`config.mk`:
```
export PLATFORM = sky130hd
export DESIGN_NAME = dmc_ctrl
export DESIGN_NICKNAME = d
export VERILOG_FILES = /design/src/rtl/dmc_pkg.sv /design/src/rtl/dmc_field_reg.sv /design/src/rtl/dmc_ratio_reg.sv /design/src/rtl/dmc_ce_gen.sv /design/src/rtl/dmc_ctrl.sv
export SDC_FILE = /design/constraint.sdc
export NUM_CORES = 1
export LEC_CHECK = 0
export CAP_MARGIN = 20
export CORE_AREA = 2 2 39 41
export DETAILED_ROUTE_END_ITERATION = 10
export DIE_AREA = 0 0 41 43
export DONT_BUFFER_PORTS = 1
export PLACE_DENSITY = 0.5
export SYNTH_ARGS = -nofsm -noshare
export SYNTH_HDL_FRONTEND = slang
export SYNTH_SLANG_ARGS = --single-unit
```
`constraint.sdc`:
```
create_clock -name clk -period 1.45 [get_ports clk]
set_input_delay 0.145 -clock clk [delete_from_list [all_inputs] [get_ports clk]]
set_output_delay 0.145 -clock clk [all_outputs]
set_load 0.01 [all_outputs]
```
`src/rtl/dmc_pkg.sv`:
```
`timescale 1ns/1ps
package dmc_pkg;
   localparam int unsigned CODE_W  = 3;
   localparam int unsigned RATIO_W = 2;

   typedef logic [CODE_W-1:0]  code_t;
   typedef logic [RATIO_W-1:0] ratio_t;

   localparam code_t  CODE_RESET    = 3'b000;
   localparam ratio_t RATIO_DEFAULT = 2'd2;

   // Map a divide code to pipeline cycles per bus cycle; anything not
   // explicitly defined falls back to the default ratio.
   function automatic ratio_t decode_code(input code_t code);
      case (code)
         3'b001:  return 2'd1;
         3'b010:  return 2'd2;
         3'b011:  return 2'd3;
         default: return RATIO_DEFAULT;
      endcase
   endfunction
endpackage

```
`src/rtl/dmc_field_reg.sv`:
```
`timescale 1ns/1ps
module dmc_field_reg
   import dmc_pkg::*;
#(
   parameter int unsigned DATA_W = 16
) (
   input  logic              clk,
   input  logic              rtc_rst_n,
   input  logic              sel,
   input  logic              wr_en,
   input  logic [DATA_W-1:0] wr_data,
   output code_t             code_q,
   output logic [DATA_W-1:0] rd_data
);
   localparam int unsigned PAD_W = DATA_W - CODE_W;

   if (DATA_W < CODE_W) begin : g_bad_width
      $error("dmc_field_reg: DATA_W must hold the code field");
   end

   logic wr_hit;
   assign wr_hit = sel & wr_en;

   always_ff @(posedge clk or negedge rtc_rst_n) begin
      if (!rtc_rst_n)  code_q <= CODE_RESET;
      else if (wr_hit) code_q <= wr_data[CODE_W-1:0];
   end

   logic [DATA_W-1:0] word;
   if (PAD_W > 0) begin : g_pad
      logic unused_hi;
      assign unused_hi = ^wr_data[DATA_W-1:CODE_W];
      assign word = {{PAD_W{1'b0}}, code_q};
   end else begin : g_exact
      assign word = code_q;
   end

   assign rd_data = sel ? word : '0;

   // code only moves on a selected write
   assert_code_hold_R2: assert property (@(posedge clk) disable iff (!rtc_rst_n)
      !wr_hit |=> $stable(code_q));
   assert_write_lands_R2: assert property (@(posedge clk) disable iff (!rtc_rst_n)
      wr_hit |=> code_q == $past(wr_data[CODE_W-1:0]));
   always_comb begin
      if (PAD_W > 0)
         assert_upper_zero_R1: assert ((rd_data >> CODE_W) == '0);
   end
endmodule

```
`src/rtl/dmc_ratio_reg.sv`:
```
`timescale 1ns/1ps
module dmc_ratio_reg
   import dmc_pkg::*;
(
   input  logic   clk,
   input  logic   rtc_rst_n,
   input  logic   wake,
   input  code_t  code,
   output ratio_t ratio_q
);
   ratio_t ratio_next;
   assign ratio_next = decode_code(code);

   always_ff @(posedge clk or negedge rtc_rst_n) begin
      if (!rtc_rst_n) ratio_q <= RATIO_DEFAULT;
      else if (wake)  ratio_q <= ratio_next;
   end

   assert_no_wake_stable_R3: assert property (@(posedge clk) disable iff (!rtc_rst_n)
      !wake |=> $stable(ratio_q));
   assert_ratio_legal_R5: assert property (@(posedge clk) disable iff (!rtc_rst_n)
      ratio_q != 2'd0);
   assert_reserved_default_R5: assert property (@(posedge clk) disable iff (!rtc_rst_n)
      (wake && code[CODE_W-1]) |=> ratio_q == RATIO_DEFAULT);
endmodule

```
`src/rtl/dmc_ce_gen.sv`:
```
`timescale 1ns/1ps
module dmc_ce_gen
   import dmc_pkg::*;
(
   input  logic   clk,
   input  logic   rtc_rst_n,
   input  logic   sys_rst_n,
   input  logic   wake,
   input  ratio_t ratio,
   output logic   bus_ce
);
   ratio_t cnt_q;
   ratio_t last_pos;

   assign last_pos = RATIO_W'(ratio - 1'b1);
   assign bus_ce   = (cnt_q == last_pos);

   always_ff @(posedge clk or negedge rtc_rst_n) begin
      if (!rtc_rst_n)               cnt_q <= '0;
      else if (!sys_rst_n || wake)  cnt_q <= '0;
      else if (bus_ce)              cnt_q <= '0;
      else                          cnt_q <= RATIO_W'(cnt_q + 1'b1);
   end

   assert_cnt_in_range_R8: assert property (@(posedge clk) disable iff (!rtc_rst_n)
      cnt_q < ratio);
   assert_strobe_gap_R8: assert property (@(posedge clk) disable iff (!rtc_rst_n)
      (bus_ce && ratio != 2'd1 && !wake) |=> !bus_ce);
   assert_wake_restart_R9: assert property (@(posedge clk) disable iff (!rtc_rst_n)
      wake |=> cnt_q == '0);
   assert_sysrst_restart_R7: assert property (@(posedge clk) disable iff (!rtc_rst_n)
      !sys_rst_n |=> cnt_q == '0);
endmodule

```
`src/rtl/dmc_ctrl.sv`:
```
`timescale 1ns/1ps
module dmc_ctrl
   import dmc_pkg::*;
#(
   parameter int unsigned DATA_W = 16
) (
   input  logic              clk,
   input  logic              rtc_rst_n,
   input  logic              sys_rst_n,
   input  logic              sel,
   input  logic              wr_en,
   input  logic [DATA_W-1:0] wr_data,
   input  logic              wake,
   output logic [DATA_W-1:0] rd_data,
   output logic [RATIO_W-1:0] ratio,
   output logic              bus_ce
);
   code_t  code_q;
   ratio_t ratio_q;

   dmc_field_reg #(.DATA_W(DATA_W)) u_field (
      .clk(clk), .rtc_rst_n(rtc_rst_n), .sel(sel), .wr_en(wr_en),
      .wr_data(wr_data), .code_q(code_q), .rd_data(rd_data)
   );

   dmc_ratio_reg u_ratio (
      .clk(clk), .rtc_rst_n(rtc_rst_n), .wake(wake),
      .code(code_q), .ratio_q(ratio_q)
   );

   dmc_ce_gen u_ce (
      .clk(clk), .rtc_rst_n(rtc_rst_n), .sys_rst_n(sys_rst_n),
      .wake(wake), .ratio(ratio_q), .bus_ce(bus_ce)
   );

   assign ratio = ratio_q;

   // wake loads the code held before a coincident write
   assert_wake_uses_old_R10: assert property (@(posedge clk) disable iff (!rtc_rst_n)
      wake |=> ratio == decode_code($past(code_q)));
   assert_sysrst_keeps_R7: assert property (@(posedge clk) disable iff (!rtc_rst_n)
      (!sys_rst_n && !wake) |=> $stable(ratio));
endmodule

```
==> results.py, run 1 <==
metrics = {
    "run_status": {
        "status": "complete, no violations",
    },
    "detailed_routing": {
        "drtIter0Drc": 0,
        "routedWlPerCell_um": 10.28,
        "wl_met3_um": 104,
        "drc_errors": 0,
        "dr.max_layer_used": "met3",
        "wl_met1_um": 273,
        "wl_um": 709,
        "first_pass_iters": 1,
        "antenna_left": 0,
        "vias": 287,
        "wl_met2_um": 332,
        "viasPerCell": 4.159,
    },
    "logic_synthesis": {
        "synth_cells": 46,
        "async_reset_ff_share_pct": 100.0,
        "synth.area.top_cells": "dfrtp_1 (34%), buf_4 (22%), mux2_2 (7.8%)",
        "synth-seq-area-share_pct": 40.52,
        "yosysWarningCount": 0,
        "syn_area_per_cell_um2": 9.466,
        "synth_common_cells": "buf_4 (13), dfrtp_1 (6), nand2_1 (4), and2_1 (3), mux2_2 (3)",
        "ys.flop_type": "dfrtp_1",
        "yosysUniqueCellTypes": 19,
        "synth_edf_count": 0,
        "yosysTopAreaCell": "dfrtp_1",
        "syn-cell-area_um2": 435.4,
        "synthMostInstantiatedCell": "buf_4",
        "synth_top_area_share_pct": 34.48,
        "synth-seq-cells": 7,
    },
    "floorplanning": {
        "initial_core_util_pct": 31.46,
        "fp.dieW_um": 41,
        "top_level_ports": 41,
        "rows": 14,
        "coreArea_mm2": 0.001384,
        "dieArea_mm2": 0.001763,
        "die_h_um": 43,
    },
    "cells_and_area": {
        "drive_gt1_share_pct": 24.53,
        "antennaDiodeCount": 0,
        "syn2layout_area_growth_pct": 12.07,
        "fin_util_pct": 35.26,
        "fin_nets": 76,
    },
    "cts": {
        "cts_tree": "done",
        "cts_buffer_depth": 2,
        "cts-root-buf": "clkbuf_4",
        "htreeDepth": 1,
        "clk_latency_ns": 0.25,
        "cts_sinks": 7,
        "cts_buffers": 3,
        "clkTransAtPathRegs_ns": 0.05,
    },
    "power_and_ir_drop": {
        "power_density_mw_per_mm2": 1097,
        "irDropWorstVdd_mv": 0.6314,
        "p_leak_nw": 0.2184,
        "p_total_mw": 0.5352,
    },
    "flow_run": {
        "max_cap_viol_count": 0,
    },
    "timing": {
        "setup_viol": 0,
        "final.setup_skew_ns": 0.003983,
        "post-route-period-util_pct": 99.92,
        "rsz0062_at_grt": "yes",
        "fmax_ghz": 0.6902,
        "fin_setup_tns_ns": 0,
        "hold_violations": 0,
        "period_needed_ns": 1.449,
        "drv_slew": 0,
    },
    "min_path": {
        "min_delay_path_depth": 2,
        "min_to": "u_ratio.ratio_q[1]",
        "min_path_type": "in -> reg",
        "worstHoldStart": "wake",
    },
    "worst_setup_path": {
        "start_kind": "register",
        "reg2reg_from": "u_ratio.ratio_q[1]",
        "worst-setup-path-type": "reg -> out",
        "ff2ff_setup_slack_ns": 0.23,
        "reg2reg_to": "u_ce.cnt_q[0]",
        "crit_required_ns": 1.31,
        "cp_max_fo": 5,
        "end_kind": "primary output",
        "worstRegToRegCells": 4,
        "critPathArrivalTime_ns": 1.30,
    },
    "global_routing": {
        "grt_pass1_vias": 279,
        "antenna_found_initial": 0,
        "grt_usage_pct": 9.017,
        "overflow": 0,
        "grt_pass1_wl_mm": 1.041,
        "grt_max_degree": 8,
    },
    "place": {
        "port_buffers": 0,
        "dp_hpwl_um": 491.7,
        "gp_congestion": 0.6392,
    },
}
==> logic make-up after synthesis <==
group           after synthesis  share of synthesized area (%)
simple gates                 14                          17.82
xor+xnor                      1                          2.012
mux                           3                          7.758
flops                         7                          40.52
compound gates                5                          6.897
other cells                   1                         0.8612
buf+inv                      15                          24.14
==> stage by stage <==
stage	hold slack [ns]	worst slack, ns	instances	area, µm²
after CTS	0.009972	0.009381	69	485.5
after global placement	-0.1504	0.1660	61	402.9
after detailed placement	-0.1504	0.1602	61	402.9
after floorplan	-0.1506	0.2360	58	480.5
final	0.01588	0.001221	69	488.0
after global routing	0.003667	-0.07323	69	488.0
==> where the power goes <==
part	leakage (nW)	switching [mW]	total, mW	internal, mW
Clock	0.0150	0.0686	0.173	0.105
Sequential	0.0858	0.0317	0.253	0.221
Combinational	0.118	0.0595	0.109	0.0494
Total	0.218	0.160	0.535	0.375
==> layout by cell type, fill, tap and decap left out, types with 2 or more instances in the layout <==
cell,netlist,routed
a21oi_1,2,2
and2_1,3,3
buf_4,13,2
clkbuf_4,0,3
conb_1,1,13
dfrtp_1,6,6
dlygate4sd3_1,0,2
inv_1,2,2
mux2_2,3,3
nand2_1,4,3
nor2_1,2,2
==> timing repair <==
action,4_1_cts,5_1_grt
pin swaps,3,3
resized for setup,3,1
hold buffers,2,0
hold endpoints to repair,9,0
setup endpoints to repair,1,1
setup buffers,2,0
==> routing by layer <==
metal / track usage, % / vias to the layer above
met2: 14.37 / 22
met5: 0 / -
met4: 0 / 0
met1: 9.603 / 128
met3: 7.330 / 0
li1: - / 137
==> worst max-delay path, stage by stage, from the launching register on <==
cell	delay (ns)
dfstp_2	0.61
xor2_2	0.21
buf_4	0.16
o22ai_4	0.07
==> cell type report <==
cell class              instances  area (µm²)
clock buffers                   4       26.28
fillers                       154       895.9
inverters                       2       7.507
multi-input cells              36       222.7
flip-flops and latches          7       176.4
well taps                      16       20.02
repair buffers                  4       35.03
==> registers in the layout, summed over array words and instances (netlist names) <==
signal / flops
u_ce.cnt_q: 2
u_field.code_q: 3
u_ratio.ratio_q: 2
==> how the worst max path moves through the flow <==
stage,startpoint,end,slack (ns),cells after the start
2_1_floorplan,u_ratio.ratio_q[1],bus_ce,0.24,3
3_3_place_gp,u_ratio.ratio_q[1],bus_ce,0.17,3
3_5_place_dp,u_ratio.ratio_q[1],bus_ce,0.16,3
4_1_cts,u_ratio.ratio_q[1],bus_ce,0.009,3
5_1_grt,u_ratio.ratio_q[1],bus_ce,-0.07,3
6_report,u_ratio.ratio_q[1],bus_ce,0.001,3
Note: power is estimated with default switching activity, not from simulation.
==> run 2, diff against run 1 <==
Settings changed: MAX_ROUTING_LAYER set to met4, SLEW_MARGIN set to 20.
Clock period 1.45 ns to 1.6 ns, I/O delays scaled along.
==> run 2 against run 1 <==
  * Critical path depth unchanged
  * Via count decreased by 1.0%
  * Die area is the same
  * Hold slack improved by 0.023 ns
  * Critical path type unchanged
==> results.py, run 2 (synthesized netlist as in run 1, its figures left out) <==
metrics = {
    "floorplanning": {
        "initial_core_util_pct": 31.46,
        "top_level_ports": 41,
        "dieArea_mm2": 0.001763,
        "rows": 14,
        "fp.dieW_um": 41,
        "die_h_um": 43,
        "coreArea_mm2": 0.001384,
    },
    "cts": {
        "clkTransAtPathRegs_ns": 0.05,
        "cts_buffers": 3,
        "cts_buffer_depth": 2,
        "cts-root-buf": "clkbuf_4",
        "htreeDepth": 1,
        "cts_setup_buffers": 0,
        "cts_tree": "done",
        "clk_latency_ns": 0.25,
        "cts_sinks": 7,
    },
    "worst_setup_path": {
        "end_kind": "primary output",
        "start_kind": "register",
        "cp_top_family": "flip-flops",
        "crit_path_max_incr_delay_ns": 0.61,
        "worst-setup-path-type": "reg -> out",
        "cp_max_fo": 5,
        "cp_num_buf_inv": 0,
        "critPathArrivalTime_ns": 1.34,
        "crit_path_top_delay_cell": "dfstp_2",
        "crit_required_ns": 1.44,
        "crit_chain": "xor2_2 -> nand2_1 -> o22ai_2",
    },
    "cells_and_area": {
        "drive_gt1_share_pct": 19.61,
        "antennaDiodeCount": 0,
        "finish.instance_area_um2": 462.9,
        "final_common_cell": "conb_1",
        "reg_top3": "u_field.code_q: 3 flops, u_ce.cnt_q: 2 flops, u_ratio.ratio_q: 2 flops",
        "largest_reg_flops": 3,
        "fin_util_pct": 33.45,
        "syn2layout_area_growth_pct": 6.322,
        "largest-register": "u_field.code_q",
        "fin_nets": 74,
        "final_cell_mix": "conb_1 (13), dfrtp_1 (6), nand2_1 (4)",
    },
    "run_status": {
        "status": "complete, no violations",
    },
    "place": {
        "placed_area_um2": 402.9,
        "dp_hpwl_um": 501.4,
        "port_buffers": 0,
        "gp_congestion": 0.6631,
    },
    "detailed_routing": {
        "routedWlPerCell_um": 10.36,
        "viasPerCell": 4.239,
        "antenna_left": 0,
        "first_pass_iters": 2,
        "wl_um": 694,
        "vias": 284,
        "drtIter0Drc": 5,
        "drc_errors": 0,
    },
    "flow_run": {
        "max_cap_viol_count": 0,
    },
    "timing": {
        "setup_viol": 0,
        "fin_setup_tns_ns": 0,
        "rsz0062_at_grt": "no",
        "final.setup_skew_ns": 0.001596,
        "hold_violations": 0,
        "period_needed_ns": 1.505,
        "drv_slew": 0,
        "post-route-period-util_pct": 94.04,
        "fmax_ghz": 0.6646,
    },
    "global_routing": {
        "grt_max_degree": 8,
        "antenna_found_initial": 0,
        "overflow": 0,
        "grt_pass1_vias": 233,
        "grt_pass1_wl_um": 931,
        "grt_usage_pct": 8.533,
    },
    "power_and_ir_drop": {
        "power_density_mw_per_mm2": 1012,
        "p_leak_nw": 0.2094,
        "irDropWorstVdd_mv": 0.4090,
    },
    "min_path": {
        "min_path_type": "in -> reg",
    },
}
## run 2: changes by cell type in the layout (fill, tap and decap cells not counted)
cell,delta
buf_4,-2
nand2_1,+1
o22ai_2,+1
o22ai_4,-1
nand2_2,-1
## run 2: routing by layer
layer	GRT usage (%)	vias up	share of wire (%)
met5	-	-	0
met4	2.000	0	0
met3	6.283	0	13
met2	10.63	22	45
met1	11.00	129	42
li1	-	133	-
## run 2: through the flow
step                worst slack [ns]  hold slack, ns  std cells  power (mW)
floorplan                     0.3710         -0.1356         58      0.3090
global placement              0.3009         -0.1354         61      0.2967
detailed placement            0.2842         -0.1354         61      0.2974
CTS                         0.005294         0.02861         67      0.4710
global route                 0.01980         0.03369         67      0.5014
finish                       0.09541         0.03850         67      0.4686
## run 2: worst paths after layout
kind	from	end	slack, ns	cells after the start
min	wake	u_ratio.ratio_q[1]	0.04	2
max reg2reg	u_ratio.ratio_q[1]	u_ce.cnt_q[0]	0.46	3
min reg2reg	u_ce.cnt_q[0]	u_ce.cnt_q[0]	0.46	1
max in group asynchronous	rtc_rst_n	u_ratio.ratio_q[1]	1.08	1
max	u_ratio.ratio_q[1]	bus_ce	0.1	3
min in group asynchronous	rtc_rst_n	u_ce.cnt_q[1]	0.23	1
## run 2: final cells by class
cell class              instances  area, µm²
multi-input cells              36      212.7
flip-flops and latches          7      176.4
inverters                       2      7.507
repair buffers                  2      20.02
fillers                       153      920.9
clock buffers                   4      26.28
well taps                      16      20.02
## run 2: timing repair
| action | CTS | global route |
|---|---|---|
| gates resized for setup | 0 | 2 |
| endpoints found under the setup margin | 0 | 1 |
| hold endpoints to repair | 9 | 0 |
| hold buffers | 2 | 0 |
## run 2: power by group
group,switching [mW],internal (mW)
clock network,0.0651,0.0952
logic,0.0476,0.0338
registers,0.0265,0.200
total,0.139,0.329
## run 2: worst reg2reg max path, cell delays in order (launching register included)
cell and delay [ns]:
dfstp_2 0.61, xor2_2 0.22, nor2_1 0.08, nor3_2 0.15
